==> src/rtl/dld_pkg.sv <==
package dld_pkg;
  typedef enum logic [2:0] {
    RES_OK      = 3'd0,
    RES_SKIP    = 3'd1,
    RES_ALIGN   = 3'd2,
    RES_ABORT   = 3'd3,
    RES_ILLEGAL = 3'd4
  } dld_res_e;

  typedef enum logic [1:0] {
    ST_IDLE  = 2'd0,
    ST_BEAT0 = 2'd1,
    ST_BEAT1 = 2'd2,
    ST_FIN   = 2'd3
  } dld_state_e;
endpackage

==> src/rtl/dld_rst_sync.sv <==
module dld_rst_sync (
  input  logic clk,
  input  logic rst_n,
  output logic rst_sync_n
);
  logic [1:0] sh_q;

  always_ff @(posedge clk or negedge rst_n) begin
    if (!rst_n) sh_q <= 2'b00;
    else        sh_q <= {sh_q[0], 1'b1};
  end

  assign rst_sync_n = sh_q[1];
endmodule

==> src/rtl/dld_cond.sv <==
module dld_cond (
  input  logic [3:0] code,
  input  logic [3:0] nzcv,
  output logic       pass
);
  logic n, z, c, v, base;

  assign {n, z, c, v} = nzcv;

  // Codes come in pairs: even code tests a flag term, odd code its inverse.
  always_comb begin
    case (code[3:1])
      3'd0:    base = z;
      3'd1:    base = c;
      3'd2:    base = n;
      3'd3:    base = v;
      3'd4:    base = c & ~z;
      3'd5:    base = (n == v);
      3'd6:    base = ~z & (n == v);
      default: base = 1'b1;
    endcase
    pass = (code[3:1] == 3'd7) ? 1'b1 : (base ^ code[0]);
  end
endmodule

==> src/rtl/dld_decode.sv <==
module dld_decode #(
  parameter int DW   = 32,
  parameter int RIW  = 4,
  parameter int OFFW = 8
) (
  input  logic [27:0]   instr,
  input  logic [DW-1:0] base_val,
  input  logic [DW-1:0] index_val,
  input  logic          align_en,
  input  logic          dw_strict,
  output logic          claim,
  output logic          legal,
  output logic [RIW-1:0] dest,
  output logic [RIW-1:0] base_reg,
  output logic [DW-1:0] acc_addr,
  output logic [DW-1:0] wb_addr,
  output logic          wb_en,
  output logic          misaligned
);
  localparam int HALF = OFFW / 2;
  localparam logic [RIW-1:0] LINK_REG = RIW'(14);

  logic          pre, up, imm, wbit;
  logic [DW-1:0] offset;

  assign pre  = instr[24];
  assign up   = instr[23];
  assign imm  = instr[22];
  assign wbit = instr[21];
  assign base_reg = instr[19:16];
  assign dest     = instr[15:12];

  assign claim = (instr[27:25] == 3'b000) && !instr[20] && (instr[7:4] == 4'b1101);
  assign legal = claim && !dest[0] && (dest != LINK_REG);

  assign offset = imm ? {{(DW-OFFW){1'b0}}, instr[8 +: HALF], instr[0 +: HALF]}
                      : index_val;

  assign wb_addr  = up ? (base_val + offset) : (base_val - offset);
  assign acc_addr = pre ? wb_addr : base_val;
  assign wb_en    = !pre || wbit;

  assign misaligned = align_en && ((acc_addr[1:0] != 2'b00) || (dw_strict && acc_addr[2]));
endmodule

==> src/rtl/dld_seq.sv <==
module dld_seq
  import dld_pkg::*;
#(
  parameter int DW  = 32,
  parameter int RIW = 4
) (
  input  logic           clk,
  input  logic           rst_n,
  input  logic           start,
  input  logic           legal,
  input  logic           cond_pass,
  input  logic           misaligned,
  input  logic           wb_en_in,
  input  logic [RIW-1:0] dest_in,
  input  logic [RIW-1:0] base_in,
  input  logic [DW-1:0]  acc_in,
  input  logic [DW-1:0]  wb_addr_in,
  output logic           busy,
  output logic           mem_req,
  output logic [DW-1:0]  mem_addr,
  input  logic           mem_ready,
  input  logic           mem_err,
  input  logic [DW-1:0]  mem_rdata,
  output logic           done,
  output logic [2:0]     result,
  output logic           pair_we,
  output logic [RIW-1:0] pair_sel,
  output logic [DW-1:0]  pair_lo,
  output logic [DW-1:0]  pair_hi,
  output logic           base_we,
  output logic [RIW-1:0] base_sel,
  output logic [DW-1:0]  base_data
);
  localparam int BEAT_BYTES = DW / 8;

  dld_state_e     state_q, state_d;
  dld_res_e       res_q, res_d;
  logic [DW-1:0]  addr_q, lo_q, hi_q, wbaddr_q;
  logic [RIW-1:0] dest_q, base_q;
  logic           wben_q;
  logic           accept, beat_done, beat_ok, beat_bad;

  assign accept    = (state_q == ST_IDLE) && start;
  assign beat_done = mem_req && mem_ready;
  assign beat_ok   = beat_done && !mem_err;
  assign beat_bad  = beat_done && mem_err;

  // Next-state and outcome selection
  always_comb begin
    state_d = state_q;
    res_d   = res_q;
    case (state_q)
      ST_IDLE: if (start) begin
        if (!legal) begin
          state_d = ST_FIN; res_d = RES_ILLEGAL;
        end else if (!cond_pass) begin
          state_d = ST_FIN; res_d = RES_SKIP;
        end else if (misaligned) begin
          state_d = ST_FIN; res_d = RES_ALIGN;
        end else begin
          state_d = ST_BEAT0; res_d = RES_OK;
        end
      end
      ST_BEAT0: if (beat_bad) begin
        state_d = ST_FIN; res_d = RES_ABORT;
      end else if (beat_ok) begin
        state_d = ST_BEAT1;
      end
      ST_BEAT1: if (beat_bad) begin
        state_d = ST_FIN; res_d = RES_ABORT;
      end else if (beat_ok) begin
        state_d = ST_FIN;
      end
      default: state_d = ST_IDLE;
    endcase
  end

  always_ff @(posedge clk or negedge rst_n) begin
    if (!rst_n) begin
      state_q <= ST_IDLE;
      res_q   <= RES_OK;
    end else begin
      state_q <= state_d;
      res_q   <= res_d;
    end
  end

  // Datapath registers, clock-enabled, no reset
  always_ff @(posedge clk) begin
    if (accept) begin
      addr_q   <= acc_in;
      wbaddr_q <= wb_addr_in;
      dest_q   <= dest_in;
      base_q   <= base_in;
      wben_q   <= wb_en_in;
    end else if ((state_q == ST_BEAT0) && beat_ok) begin
      addr_q   <= addr_q + DW'(BEAT_BYTES);
    end
    if ((state_q == ST_BEAT0) && beat_ok) lo_q <= mem_rdata;
    if ((state_q == ST_BEAT1) && beat_ok) hi_q <= mem_rdata;
  end

  assign busy      = (state_q != ST_IDLE);
  assign mem_req   = (state_q == ST_BEAT0) || (state_q == ST_BEAT1);
  assign mem_addr  = addr_q;
  assign done      = (state_q == ST_FIN);
  assign result    = res_q;
  assign pair_we   = done && (res_q == RES_OK);
  assign pair_sel  = dest_q;
  assign pair_lo   = lo_q;
  assign pair_hi   = hi_q;
  assign base_we   = pair_we && wben_q;
  assign base_sel  = base_q;
  assign base_data = wbaddr_q;

  assert_req_hold_R11: assert property (@(posedge clk) disable iff (!rst_n)
    mem_req && !mem_ready |=> mem_req && $stable(mem_addr));

  assert_second_addr_R9: assert property (@(posedge clk) disable iff (!rst_n)
    (state_q == ST_BEAT0) && beat_ok |=> mem_req && (mem_addr == $past(mem_addr) + DW'(BEAT_BYTES)));

  assert_abort_no_write_R10: assert property (@(posedge clk) disable iff (!rst_n)
    beat_bad |=> done && !pair_we && !base_we);

  assert_done_pulse_R12: assert property (@(posedge clk) disable iff (!rst_n)
    done |=> !done && !busy);
endmodule

==> src/rtl/dword_pair_load.sv <==
module dword_pair_load
  import dld_pkg::*;
#(
  parameter int DW  = 32,
  parameter int RIW = 4
) (
  input  logic           clk,
  input  logic           rst_n,
  input  logic           start,
  input  logic [31:0]    instr,
  input  logic [3:0]     nzcv,
  input  logic           align_en,
  input  logic           dw_strict,
  output logic           claim,
  output logic           busy,
  output logic [RIW-1:0] rf_base_sel,
  input  logic [DW-1:0]  rf_base_data,
  output logic [RIW-1:0] rf_index_sel,
  input  logic [DW-1:0]  rf_index_data,
  output logic           mem_req,
  output logic [DW-1:0]  mem_addr,
  input  logic           mem_ready,
  input  logic [DW-1:0]  mem_rdata,
  input  logic           mem_err,
  output logic           done,
  output logic [2:0]     result,
  output logic           pair_we,
  output logic [RIW-1:0] pair_sel,
  output logic [DW-1:0]  pair_lo,
  output logic [DW-1:0]  pair_hi,
  output logic           base_we,
  output logic [RIW-1:0] base_sel,
  output logic [DW-1:0]  base_data
);
  logic           rst_s_n, legal, pass, misaligned, wb_en;
  logic [RIW-1:0] dest, base_reg;
  logic [DW-1:0]  acc_addr, wb_addr;

  dld_rst_sync u_rst (.clk(clk), .rst_n(rst_n), .rst_sync_n(rst_s_n));

  dld_cond u_cond (.code(instr[31:28]), .nzcv(nzcv), .pass(pass));

  dld_decode #(.DW(DW), .RIW(RIW)) u_dec (
    .instr(instr[27:0]), .base_val(rf_base_data), .index_val(rf_index_data),
    .align_en(align_en), .dw_strict(dw_strict), .claim(claim), .legal(legal),
    .dest(dest), .base_reg(base_reg), .acc_addr(acc_addr), .wb_addr(wb_addr),
    .wb_en(wb_en), .misaligned(misaligned));

  assign rf_base_sel  = base_reg;
  assign rf_index_sel = instr[3:0];

  dld_seq #(.DW(DW), .RIW(RIW)) u_seq (
    .clk(clk), .rst_n(rst_s_n), .start(start), .legal(legal), .cond_pass(pass),
    .misaligned(misaligned), .wb_en_in(wb_en), .dest_in(dest), .base_in(base_reg),
    .acc_in(acc_addr), .wb_addr_in(wb_addr), .busy(busy), .mem_req(mem_req),
    .mem_addr(mem_addr), .mem_ready(mem_ready), .mem_err(mem_err),
    .mem_rdata(mem_rdata), .done(done), .result(result), .pair_we(pair_we),
    .pair_sel(pair_sel), .pair_lo(pair_lo), .pair_hi(pair_hi), .base_we(base_we),
    .base_sel(base_sel), .base_data(base_data));

  assert_skip_quiet_R3: assert property (@(posedge clk) disable iff (!rst_s_n)
    start && !busy && legal && !pass |=> done && !mem_req && (result == 3'd1));

  assert_align_quiet_R7: assert property (@(posedge clk) disable iff (!rst_s_n)
    start && !busy && legal && pass && misaligned |=> done && !mem_req && (result == 3'd2));

  assert_illegal_quiet_R2: assert property (@(posedge clk) disable iff (!rst_s_n)
    start && !busy && !legal |=> done && !mem_req && (result == 3'd4));
endmodule

==> config.mk <==
export PLATFORM = sky130hd
export DESIGN_NAME = dword_pair_load
export DESIGN_NICKNAME = d
export VERILOG_FILES = /design/src/rtl/dld_pkg.sv /design/src/rtl/dld_rst_sync.sv /design/src/rtl/dld_cond.sv /design/src/rtl/dld_decode.sv /design/src/rtl/dld_seq.sv /design/src/rtl/dword_pair_load.sv
export SDC_FILE = /design/constraint.sdc
export NUM_CORES = 1
export LEC_CHECK = 0
export BUFFER_PORTS_ARGS = -buffer_cell sky130_fd_sc_hd__buf_2
export CORE_UTILIZATION = 40
export CTS_CLUSTER_DIAMETER = 30
export DETAILED_ROUTE_END_ITERATION = 8
export PLACE_DENSITY_LB_ADDON = 0.3
export REMOVE_ABC_BUFFERS = 1
export SYNTH_ARGS = -nofsm -noshare
export SYNTH_HDL_FRONTEND = slang
export SYNTH_SLANG_ARGS = --single-unit
==> constraint.sdc <==
create_clock -name clk -period 0.9 [get_ports clk]
set_input_delay 0.09 -clock clk [delete_from_list [all_inputs] [get_ports clk]]
set_output_delay 0.09 -clock clk [all_outputs]
set_load 0.02 [all_outputs]
==> results by group <==
Timing
  • Pins Over Slew Limit: 0
  • Hold_ws: 0.0852 ns
  • Final hold vios: 0
  • Max-slew headroom: 64.0%
  • Min cycle time layout: 3.65 ns
  • Setup WS post-layout: -2.75 ns
  • Final setup fails: 351
  • Clk_skew: 0.0142 ns
  • F_max: 274 MHz
  • Final Cycle Share: 406%
  • Slew at the pin with the worst max-slew slack: 0.538 ns
  • RSZ-0062 raised after global routing: true

Logic synthesis
  • Seq cells post-synth: 144
  • Netlist cell types: 75
  • Register area share after synthesis: 48.5%
  • Post-synthesis simple-gate area fraction: 16.5%
  • Ys flop type: edfxtp_1
  • Mux cell area share after synthesis: 3.28%
  • Post-synth EDFFs: 137
  • Async SR Flop Fraction: 4.86%
  • Synth Cell Area: 0.00885 mm2
  • Adder-cell share of the synthesized area: 6.45%
  • Yosys warnings: 0
  • Post-synthesis compound-gate area fraction: 15.0%
  • XOR/XNOR share of the synthesized area: 7.52%
  • Largest family of logic cells by synthesized area: simple AND/OR/NAND/NOR gates
  • Syn avg cell area: 10.4 um2
  • Gate Count Post-Synth: 854

Run
  • Max cap viols: 0

Floorplanning
  • Die width: 151 um
  • Die H: 151 um
  • Core area: 0.0218 mm2
  • Die ar.: 0.0227 mm2
  • FP Rows: 54
  • Initial Util: 40.7%
  • Ports: 292

Power and ir drop
  • Logic pwr share: 54.2%
  • Switching part of the total: 36.5%
  • Power per standard cell area: 2140 mW/mm2
  • Sw Pwr: 0.0133 W
  • Peak supply drop: 1520 uV
  • Design internal power: 0.0232 W
  • Total power: 0.0365 W
  • Clock Power Share: 18.3%
  • Flop pwr share: 27.5%
  • Leak: 7.46 nW

Final layout
  • Fill cells: 1236
  • Synthesis-to-finish area growth: 92.5%
  • Most frequent cells in the layout: 278 x buf_4, 190 x buf_6, 174 x buf_2
  • Final Non-Filler Cells: 1851
  • Fin nets: 1741
  • Share of cells above drive strength 1: 56.0%
  • Commonest non-fill, non-tap cell in the layout: buf_4

Critical path
  • WP data arrival: 3.81 ns
  • Largest fanout on the critical path: 3
  • Startpoint types: input pin
  • Crit Path Class: input pin to flop
  • Worst Path Required: 1.06 ns
  • CP Capture Type: flop

Hold path
  • Hold crit path type: input pin to flop

Place
  • Setup WS pre-CTS: -3.31 ns
  • Dpl hpwl: 22500 um
  • Gp weighted congestion: 0.948
  • Number of port buffers: 291
  • Placed Cells: 1693

Global route
  • Vias in the first global route: 9231
  • First-pass GRT wire length: 46800 um
  • Initial antenna violation count: 1
  • GRT Total Usage: 27.0%
  • Global route overflow: 0
  • Pin count of the biggest net entering global routing: 33

Clock network
  • Max clock buf depth: 2
  • H-tree Lvls: 4
  • Clock sink total: 144
  • TritonCTS Buffers: 17
  • CTS tree: done
  • Root Driver: clkbuf_16
  • Clock transition at the registers of the reported paths: 0.07 ns
  • Clk_lat worst skew: 0.42 ns

Drt
  • Wirelength per Cell: 19.2 um
  • Final wirelength: 35600 um
  • DRC: 0
  • Post-route ant nets: 0
  • Via Count: 9898
  • DRT iter0 DRCs: 651
  • Via/cell ratio: 5.35
  • Detailed Routing Iterations Pass 1: 5

Status
  • Failing checks: negative setup slack
  • Outcome: finished with violations
per-layer routing:
metal	track usage (%)	wire length, um
met1	31.6	13500
met2	48.8	18500
met3	4.33	2290
met4	10.8	1380
met5	0	0
sequential cells by signal, summed over array words and instances (netlist names):
name             flops
u_seq.base_data     32
u_seq.mem_addr      32
u_seq.pair_hi       32
u_seq.pair_lo       32
u_seq.base_sel       4
u_seq.pair_sel       4
u_seq.result         3
u_rst.sh_q           2
u_seq.state_q        2
u_seq.wben_q         1
cells in the mapped netlist, drive strengths merged, types with 4 or more instances:
master	instances	area, um2
edfxtp	137	4110
nor2	92	348
nand2	65	244
a21oi	63	315
xnor2	52	455
ha	44	551
o21ai	34	170
nor3	31	160
mux2i	29	290
a21o	24	180
xor2	24	210
inv	21	78.8
nand3	21	105
clkbuf	20	75.1
a31oi	18	113
buf	16	93.8
nor2b	16	100
nand2b	14	87.6
and3	9	56.3
nand4	9	56.3
o21a	8	60.1
o31ai	8	60.1
or3	8	50.1
dfrtp	7	175
and2	6	37.5
nand3b	6	45.0
nor4	6	43.8
a211oi	5	37.5
o211ai	5	37.5
nor3b	4	35.0
or2	4	27.5
critical path, stage by stage:
cell       delay (ns)
buf_8            0.10
nor4_4           0.28
nor3b_4          0.23
or3b_4           0.43
nor2_4           0.11
a21oi_2          0.08
or2_4            0.24
nor3_4           0.12
nor3_2           0.07
a2111oi_2        0.22
ha_1             0.33
a21o_1           0.19
a21o_1           0.17
a21o_1           0.20
o311ai_2         0.25
buf_4            0.19
a31oi_4          0.09
xor2_2           0.16
nor2_1           0.13
o22ai_1          0.11
cells by family (layout without fill, tap and decap cells):
family / count (synthesis) / after routing
buffers and inverters: 58 / 774
multiplexers: 29 / 29
AND/OR/NAND/NOR: 298 / 298
other: 1 / 2
XOR/XNOR: 76 / 76
flip-flops: 144 / 144
adder cells (fa/ha/maj): 45 / 45
AO/OA/AOI/OAI: 203 / 203
final cells by class:
class                   count  area (um2)  share of cell area (%)
diodes                      1        2.50                  0.0147
clock buffers              17         425                    2.50
clock inverters            15         125                   0.734
inverters                  22         104                   0.609
multi-input cells         652        5480                    32.2
flip-flops and latches    144        4290                    25.2
well taps                 280         350                    2.06
repair buffers            720        6260                    36.8
worst paths after layout:
check / cells after the start / end / slack, ns / start
worst max-delay path: 20 / u_seq.mem_addr[28]$_DFFE_PP_ / -2.75 / rf_index_data[11]
worst min-delay path: 3 / u_seq.mem_addr[29]$_DFFE_PP_ / 0.09 / rf_base_data[29]
worst max register to register: 9 / u_seq.mem_addr[31]$_DFFE_PP_ / -1.57 / u_seq.mem_addr[6]$_DFFE_PP_
worst min register to register: 0 / u_seq.result[1]$_DFFE_PN0P_ / 0.11 / u_rst.sh_q[1]$_DFF_PN0_
max in group asynchronous: 3 / u_rst.sh_q[0]$_DFF_PN0_ / 0.22 / rst_n
min in group asynchronous: 0 / u_seq.result[1]$_DFFE_PN0P_ / 0.11 / u_rst.sh_q[1]$_DFF_PN0_
power by group through the flow:
stage	combinational (W)	clock [W]	sequential, W
finish	0.0198	0.00668	0.0100
global route	0.0208	0.00695	0.0101
global placement	0.0126	0	0.00981
floorplan	0.00465	0	0.0115
CTS	0.0154	0.00669	0.00977
detailed placement	0.0128	0	0.00985
timing repair:
item                       in CTS  in global routing
setup buffers                  39                 60
hold buffers                   43                  0
setup endpoints to repair     351                351
gates cloned                    7                 10
gates resized for setup       220                383
hold endpoints to repair       75                  0
pin swaps                      79                 72
per-stage QoR:
stage | TNS [ns] | cell area, um2 | utilization (%)
4_1_cts | -257.60 | 15300 | 70.1
3_3_place_gp | -281.18 | 12800 | 59.1
3_5_place_dp | -287.86 | 12800 | 59.1
2_1_floorplan | -368.41 | 8680 | -
5_1_grt | -297.50 | 17000 | 78.3
6_report | -277.68 | 17000 | 78.3
Note: power is estimated with default switching activity, not from simulation.
